**src/rtl/eeprom_pkg.sv**
```systemverilog
package eeprom_pkg;

  // Strobes from control to datapath, valid for one system clock.
  typedef struct packed {
    logic shiftIn;    // shift rxBit into the receive register
    logic rxBit;      // sampled SDA value
    logic loadHi;     // capture upper address byte
    logic loadLo;     // load address counter from both address bytes
    logic latchData;  // hold write byte, remember its address, advance counter
    logic commit;     // write held byte into the array
    logic loadTx;     // load transmit byte from array, advance counter
    logic shiftTx;    // move next transmit bit to the MSB
  } eeStrobe_t;

  typedef enum logic [2:0] {
    PH_IDLE, PH_RECV, PH_ACK, PH_SEND, PH_MACK
  } ePhase_t;

  typedef enum logic [1:0] {
    K_DEV, K_HI, K_LO, K_DATA
  } eKind_t;

endpackage

```
**src/rtl/eeprom_datapath.sv**
```systemverilog
module eeprom_datapath
  import eeprom_pkg::*;
#(
  parameter int ADDR_BITS = 8
) (
  input  logic       clk,
  input  logic       rstN,
  input  eeStrobe_t  stb,
  output logic [7:0] rxByte,
  output logic       txMsb
);

  localparam int DEPTH = 1 << ADDR_BITS;
  localparam logic [ADDR_BITS-1:0] LAST_ADDR = ADDR_BITS'(DEPTH - 1);

  logic [7:0]           mem [DEPTH];
  logic [7:0]           rxReg, txReg, holdData;
  logic [6:0]           hiReg;
  logic [ADDR_BITS-1:0] addrCnt, holdAddr;

  always_ff @(posedge clk or negedge rstN) begin
    if (!rstN) begin
      rxReg    <= '0;
      txReg    <= 8'hFF;
      holdData <= '0;
      hiReg    <= '0;
      addrCnt  <= '0;
      holdAddr <= '0;
    end else begin
      if (stb.shiftIn) rxReg <= {rxReg[6:0], stb.rxBit};
      if (stb.loadHi)  hiReg <= rxReg[6:0];
      if (stb.loadLo)  addrCnt <= ADDR_BITS'({hiReg, rxReg});
      if (stb.latchData) begin
        holdData <= rxReg;
        holdAddr <= addrCnt;
        addrCnt  <= addrCnt + 1'b1;
      end
      if (stb.loadTx) begin
        txReg   <= mem[addrCnt];
        addrCnt <= addrCnt + 1'b1;
      end else if (stb.shiftTx) begin
        txReg <= {txReg[6:0], 1'b1};
      end
    end
  end

  always_ff @(posedge clk or negedge rstN) begin
    if (!rstN) begin
      for (int i = 0; i < DEPTH; i++) mem[i] <= 8'hFF;
    end else if (stb.commit) begin
      mem[holdAddr] <= holdData;
    end
  end

  assign rxByte = rxReg;
  assign txMsb  = txReg[7];

  // counter wraps from the last location to zero
  assert_wrap_R7: assert property (@(posedge clk) disable iff (!rstN)
    ((stb.loadTx || stb.latchData) && addrCnt == LAST_ADDR) |=> addrCnt == '0);

  // control never requests two counter updates at once
  assert_one_addr_op_R4: assert property (@(posedge clk) disable iff (!rstN)
    $onehot0({stb.loadLo, stb.latchData, stb.loadTx}));

endmodule

```
**src/rtl/eeprom_ctrl.sv**
```systemverilog
module eeprom_ctrl
  import eeprom_pkg::*;
#(
  parameter logic [6:0] DEV_ADDR     = 7'h50,
  parameter int         WRITE_CYCLES = 2000
) (
  input  logic       clk,
  input  logic       rstN,
  input  logic       sclIn,
  input  logic       sdaIn,
  input  logic       writeLock,
  input  logic [7:0] rxByte,
  input  logic       txMsb,
  output eeStrobe_t  stb,
  output logic       sdaOe
);

  localparam int CNT_W = $clog2(WRITE_CYCLES + 1);

  logic [1:0] sclSync, sdaSync;
  logic       sclPrev, sdaPrev, sclNow, sdaNow;
  logic       sclRise, sclFall, startSeen, stopSeen;

  always_ff @(posedge clk or negedge rstN) begin
    if (!rstN) begin
      sclSync <= 2'b11;
      sdaSync <= 2'b11;
      sclPrev <= 1'b1;
      sdaPrev <= 1'b1;
    end else begin
      sclSync <= {sclSync[0], sclIn};
      sdaSync <= {sdaSync[0], sdaIn};
      sclPrev <= sclSync[1];
      sdaPrev <= sdaSync[1];
    end
  end

  assign sclNow    = sclSync[1];
  assign sdaNow    = sdaSync[1];
  assign sclRise   = sclNow & ~sclPrev;
  assign sclFall   = ~sclNow & sclPrev;
  assign startSeen = sclNow & sclPrev & sdaPrev & ~sdaNow;
  assign stopSeen  = sclNow & sclPrev & ~sdaPrev & sdaNow;

  ePhase_t    phase, phaseN;
  eKind_t     kind, kindN;
  logic [3:0] bitCnt, bitCntN;
  logic       isRead, isReadN, masterAck, masterAckN;
  logic       wrPending, wrPendingN, startBusy;
  logic [CNT_W-1:0] busyCnt;
  logic       busy;

  assign busy = (busyCnt != '0);

  always_comb begin
    phaseN     = phase;
    kindN      = kind;
    bitCntN    = bitCnt;
    isReadN    = isRead;
    masterAckN = masterAck;
    wrPendingN = wrPending;
    startBusy  = 1'b0;
    stb        = '0;
    stb.rxBit  = sdaNow;
    if (busy) begin
      phaseN     = PH_IDLE;
      wrPendingN = 1'b0;
    end else if (stopSeen) begin
      phaseN = PH_IDLE;
      if (wrPending) begin
        stb.commit = 1'b1;
        startBusy  = 1'b1;
        wrPendingN = 1'b0;
      end
    end else if (startSeen) begin
      phaseN     = PH_RECV;
      kindN      = K_DEV;
      bitCntN    = '0;
      wrPendingN = 1'b0;
    end else begin
      case (phase)
        PH_RECV: begin
          if (sclRise && bitCnt < 4'd8) begin
            stb.shiftIn = 1'b1;
            bitCntN     = bitCnt + 1'b1;
          end else if (sclFall && bitCnt == 4'd8) begin
            case (kind)
              K_DEV: begin
                if (rxByte[7:1] == DEV_ADDR) begin
                  phaseN  = PH_ACK;
                  isReadN = rxByte[0];
                end else begin
                  phaseN = PH_IDLE;
                end
              end
              K_HI: begin
                stb.loadHi = 1'b1;
                phaseN     = PH_ACK;
              end
              K_LO: begin
                stb.loadLo = 1'b1;
                phaseN     = PH_ACK;
              end
              default: begin
                if (!writeLock) begin
                  stb.latchData = 1'b1;
                  wrPendingN    = 1'b1;
                  phaseN        = PH_ACK;
                end else begin
                  phaseN = PH_IDLE;
                end
              end
            endcase
          end
        end
        PH_ACK: begin
          if (sclFall) begin
            bitCntN = '0;
            case (kind)
              K_DEV: begin
                if (isRead) begin
                  phaseN     = PH_SEND;
                  stb.loadTx = 1'b1;
                end else begin
                  phaseN = PH_RECV;
                  kindN  = K_HI;
                end
              end
              K_HI: begin
                phaseN = PH_RECV;
                kindN  = K_LO;
              end
              K_LO: begin
                phaseN = PH_RECV;
                kindN  = K_DATA;
              end
              default: phaseN = PH_IDLE;
            endcase
          end
        end
        PH_SEND: begin
          if (sclFall) begin
            if (bitCnt == 4'd7) begin
              phaseN  = PH_MACK;
              bitCntN = '0;
            end else begin
              stb.shiftTx = 1'b1;
              bitCntN     = bitCnt + 1'b1;
            end
          end
        end
        PH_MACK: begin
          if (sclRise) masterAckN = ~sdaNow;
          if (sclFall) begin
            if (masterAck) begin
              phaseN     = PH_SEND;
              stb.loadTx = 1'b1;
              bitCntN    = '0;
            end else begin
              phaseN = PH_IDLE;
            end
          end
        end
        default: ;
      endcase
    end
  end

  always_ff @(posedge clk or negedge rstN) begin
    if (!rstN) begin
      phase     <= PH_IDLE;
      kind      <= K_DEV;
      bitCnt    <= '0;
      isRead    <= 1'b0;
      masterAck <= 1'b0;
      wrPending <= 1'b0;
      busyCnt   <= '0;
    end else begin
      phase     <= phaseN;
      kind      <= kindN;
      bitCnt    <= bitCntN;
      isRead    <= isReadN;
      masterAck <= masterAckN;
      wrPending <= wrPendingN;
      if (startBusy)   busyCnt <= CNT_W'(WRITE_CYCLES);
      else if (busy)   busyCnt <= busyCnt - 1'b1;
    end
  end

  assign sdaOe = (phase == PH_ACK) | ((phase == PH_SEND) & ~txMsb);

  // the slave only moves SDA while the synchronised SCL is low
  assert_sda_scl_low_R11: assert property (@(posedge clk) disable iff (!rstN)
    (sdaOe != $past(sdaOe)) |-> !sclNow);

  // nothing is driven while the write timer runs
  assert_busy_silent_R9: assert property (@(posedge clk) disable iff (!rstN)
    busy |-> !sdaOe);

  // a fresh busy window only opens from a committed write
  assert_busy_from_commit_R8: assert property (@(posedge clk) disable iff (!rstN)
    $rose(busy) |-> $past(stb.commit));

endmodule

```
**src/rtl/eeprom_rd_slave.sv**
```systemverilog
module eeprom_rd_slave
  import eeprom_pkg::*;
#(
  parameter logic [6:0] DEV_ADDR     = 7'h50,
  parameter int         ADDR_BITS    = 8,
  parameter int         WRITE_CYCLES = 2000
) (
  input  logic clk,
  input  logic rstN,
  input  logic scl,
  input  logic sdaIn,
  input  logic writeLock,
  output logic sdaOe
);

  eeStrobe_t  stb;
  logic [7:0] rxByte;
  logic       txMsb;

  eeprom_ctrl #(
    .DEV_ADDR     (DEV_ADDR),
    .WRITE_CYCLES (WRITE_CYCLES)
  ) uCtrl (
    .clk       (clk),
    .rstN      (rstN),
    .sclIn     (scl),
    .sdaIn     (sdaIn),
    .writeLock (writeLock),
    .rxByte    (rxByte),
    .txMsb     (txMsb),
    .stb       (stb),
    .sdaOe     (sdaOe)
  );

  eeprom_datapath #(
    .ADDR_BITS (ADDR_BITS)
  ) uData (
    .clk    (clk),
    .rstN   (rstN),
    .stb    (stb),
    .rxByte (rxByte),
    .txMsb  (txMsb)
  );

endmodule

```
**config.mk**
```make
export PLATFORM = sky130hd
export DESIGN_NAME = eeprom_rd_slave
export DESIGN_NICKNAME = d
export VERILOG_FILES = /design/src/rtl/eeprom_pkg.sv /design/src/rtl/eeprom_datapath.sv /design/src/rtl/eeprom_ctrl.sv /design/src/rtl/eeprom_rd_slave.sv
export SDC_FILE = /design/constraint.sdc
export NUM_CORES = 2
export LEC_CHECK = 0
export BUFFER_PORTS_ARGS = -buffer_cell sky130_fd_sc_hd__buf_2
export CORE_MARGIN = 2
export CORE_UTILIZATION = 35
export CTS_BUF_LIST = sky130_fd_sc_hd__clkbuf_4
export DETAILED_ROUTE_END_ITERATION = 12
export PLACE_DENSITY = 0.55
export SLEW_MARGIN = 20
export SYNTH_ARGS = -nofsm -noshare
export SYNTH_HDL_FRONTEND = slang
export SYNTH_HIERARCHICAL = 1
export SYNTH_SLANG_ARGS = --single-unit
```
**constraint.sdc**
```tcl
create_clock -name clk -period 4.4 [get_ports clk]
set_input_delay 0.88 -clock clk [delete_from_list [all_inputs] [get_ports clk]]
set_output_delay 0.88 -clock clk [all_outputs]
set_load 0.1 [all_outputs]
```
==> flow_metrics.tcl <==
set metrics [dict create \
    stdcell_count 11092 \
    cap_violations 0 \
    path_buf_inv 4 \
    clk_pin_slew_ns 0.07 \
    rows 196 \
    report.final.slew_viol_count 0 \
    dieWidth_um 540 \
    max_slew_margin_pct 18.3 \
    worstPathMaxFanout 26 \
    ctsResizeCount 0 \
    worst_pin_slew_ns 1.22 \
    area_growth_pct 13.3 \
    cts_sinks 2117 \
    ios 6 \
    cts_buffers 583 \
    vias 60157 \
    ant_nets 0 \
    fin_area_um2 114000 \
    wire_per_inst_um 27.0 \
    antenna_found_initial 20 \
    synth_warnings 6 \
    post_cts_buffers 0 \
    first_pass_iters 5 \
    syn_area_um2 100000 \
    die_h_um 540 \
    fin_util_pct 39.9 \
    grt_pass1_vias 64317 \
    layout_commonest_cell "mux2_2" \
    setup_viol 0 \
    core-area_um2 285000 \
    layout_common_cells "2,080 x mux2_2, 2,062 x dfstp_2, 845 x clkbuf_4" \
    fmax_mhz 252 \
    vdd_drop_max_mv 0.195 \
    setup_slack_ns 0.432 \
    crit_required_ns 5.69 \
    port_buffers 5 \
    regArea_um2 55600 \
    finalPower_mw 38.8 \
    initial_core_util_pct 35.2 \
    path_cells "buf_12 > buf_4 > buf_12 > mux4_2 > nor2_1 > a2111oi_0 > buf_4 > nor3_1 > a21boi_0 > a21oi_1 > a22o_1" \
    drt-initial-drc-count 3941 \
    dpl.cell_count 10100 \
    power.density_nw_per_um2 341 \
    multiInputGateArea_um2 42200 \
    hold_class "input port to register" \
    gr-total-overflow 0 \
    cts_max_level 6 \
    rsz0062_at_grt "no" \
    grt_max_degree 161 \
    leakage_nw 44.9 \
    grt_pass1_wl_um 446000 \
    fin_crit_sh_pct 90.2 \
    clockRootBuffer "clkbuf_4" \
    fillCellCount 26332 \
    drt_wl_total_um 299000 \
    pre_cts_ws_ns 0.387 \
    reg2reg_from "uData/addrCnt[0]$_DFFE_PN0P_" \
    crit_type "register to register" \
    syn_inst 6417 \
    status "finished, final reports clean" \
    drive_gt1_share_pct 81.1 \
    nets 6943 \
    final.setup_skew_ns 0.119 \
    reg2reg_depth 11 \
    hold_slack_ns 0.189 \
    setup_tns_ns 0 \
    clk_latency_ns 1.39 \
    crit_end "uData/txReg[2]$_DFFE_PN1P_" \
    place_congestion 0.874 \
    cpLargestDelayFamily "compound AO/OA/AOI/OAI gates" \
    clock_path_buffers 4 \
    finalHoldViolations 0 \
    cts_tree "yes" \
    cp-startpoint "uData/addrCnt[0]$_DFFE_PN0P_" \
    cp_slowest_stage_delay_ns 0.73 \
    worstSetupEndpointType "register" \
    placed_cell_area_um2 106000 \
    grt.total_usage_pct 20.4 \
    final.min_clock_period_ns 3.97 \
    crit_arrival_ns 5.26 \
    dp_hpwl_um 192000 \
    synthesis.nets 6432 \
    vias_per_cell 5.42 \
    syn_area_per_cell_um2 15.7 \
    post-route-drc-count 0 \
    startpoint_type "register" \
    regToRegSetupSlack_ns 0.43 \
    crit_path_top_delay_cell "a21boi_0" \
    dieArea_um2 291000 \
    reg2reg_to "uData/txReg[2]$_DFFE_PN1P_" \
    worstSetupPathDepth 11 \
]
==> state kept, by name, indices dropped and copies added, names as in the netlist <==
name             flops
uData/addrCnt        8
uCtrl/isRead         1
uCtrl/busyCnt       11
uData/holdData       8
uCtrl/kind           2
uCtrl/sclPrev        1
uData/holdAddr       8
uCtrl/sdaPrev        1
uCtrl/wrPending      1
uCtrl/masterAck      1
uData/mem         2048
uCtrl/sclSync        2
uCtrl/bitCnt         4
uCtrl/phase          3
uData/txReg          8
uData/rxByte         8
uCtrl/sdaSync        2
==> final cells by class <==
class	count	share of cell area, %
diodes	10	0.0220
clock buffers	845	5.58
clock inverters	132	0.890
inverters	17	0.0627
multi-input cells	3809	37.1
flip-flops and latches	2117	48.9
well taps	3762	4.14
repair buffers	400	3.35
==> worst reg2reg max path: cells and delay by family, from the launching register on <==
family,cells,cell delay [ns]
buf+inv,4,1.07
simple gates,2,0.37
compound gates,4,1.31
mux,1,0.54
flops,1,0.64
==> where the power goes <==
group | switching (mW) | leakage, nW | internal [mW]
clock | 8.40 | 4.35 | 9.66
combinational | 0.691 | 18.6 | 0.276
sequential | 0.109 | 21.9 | 19.7
total | 9.20 | 44.9 | 29.6
==> routing by layer <==
metal	routed length, um	global-route usage (%)
met4	9540	6.94
met1	132000	27.4
met2	143000	33.0
met5	75	0
met3	14600	3.77
==> worst min path at each step <==
stage / startpoint / slack (ns) / cells past startpoint / to
final: scl / 0.19 / 2 / uCtrl/sclSync[0]$_DFF_PN1_
after global routing: scl / 0.12 / 2 / uCtrl/sclSync[0]$_DFF_PN1_
after CTS: scl / 0.07 / 2 / uCtrl/sclSync[0]$_DFF_PN1_
after detailed placement: uCtrl/sclSync[0]$_DFF_PN1_ / 0.35 / 0 / uCtrl/sclSync[1]$_DFF_PN1_
after global placement: uCtrl/sdaSync[0]$_DFF_PN1_ / 0.35 / 0 / uCtrl/sdaSync[1]$_DFF_PN1_
after floorplan: uCtrl/sclSync[0]$_DFF_PN1_ / 0.35 / 0 / uCtrl/sclSync[1]$_DFF_PN1_
==> what timing repair did <==
action / in CTS / in global routing
hold buffers: 4 / 0
setup endpoints to repair: 0 / 0
hold endpoints to repair: 44 / 0
No activity file was read; power rests on OpenSTA's default activity.
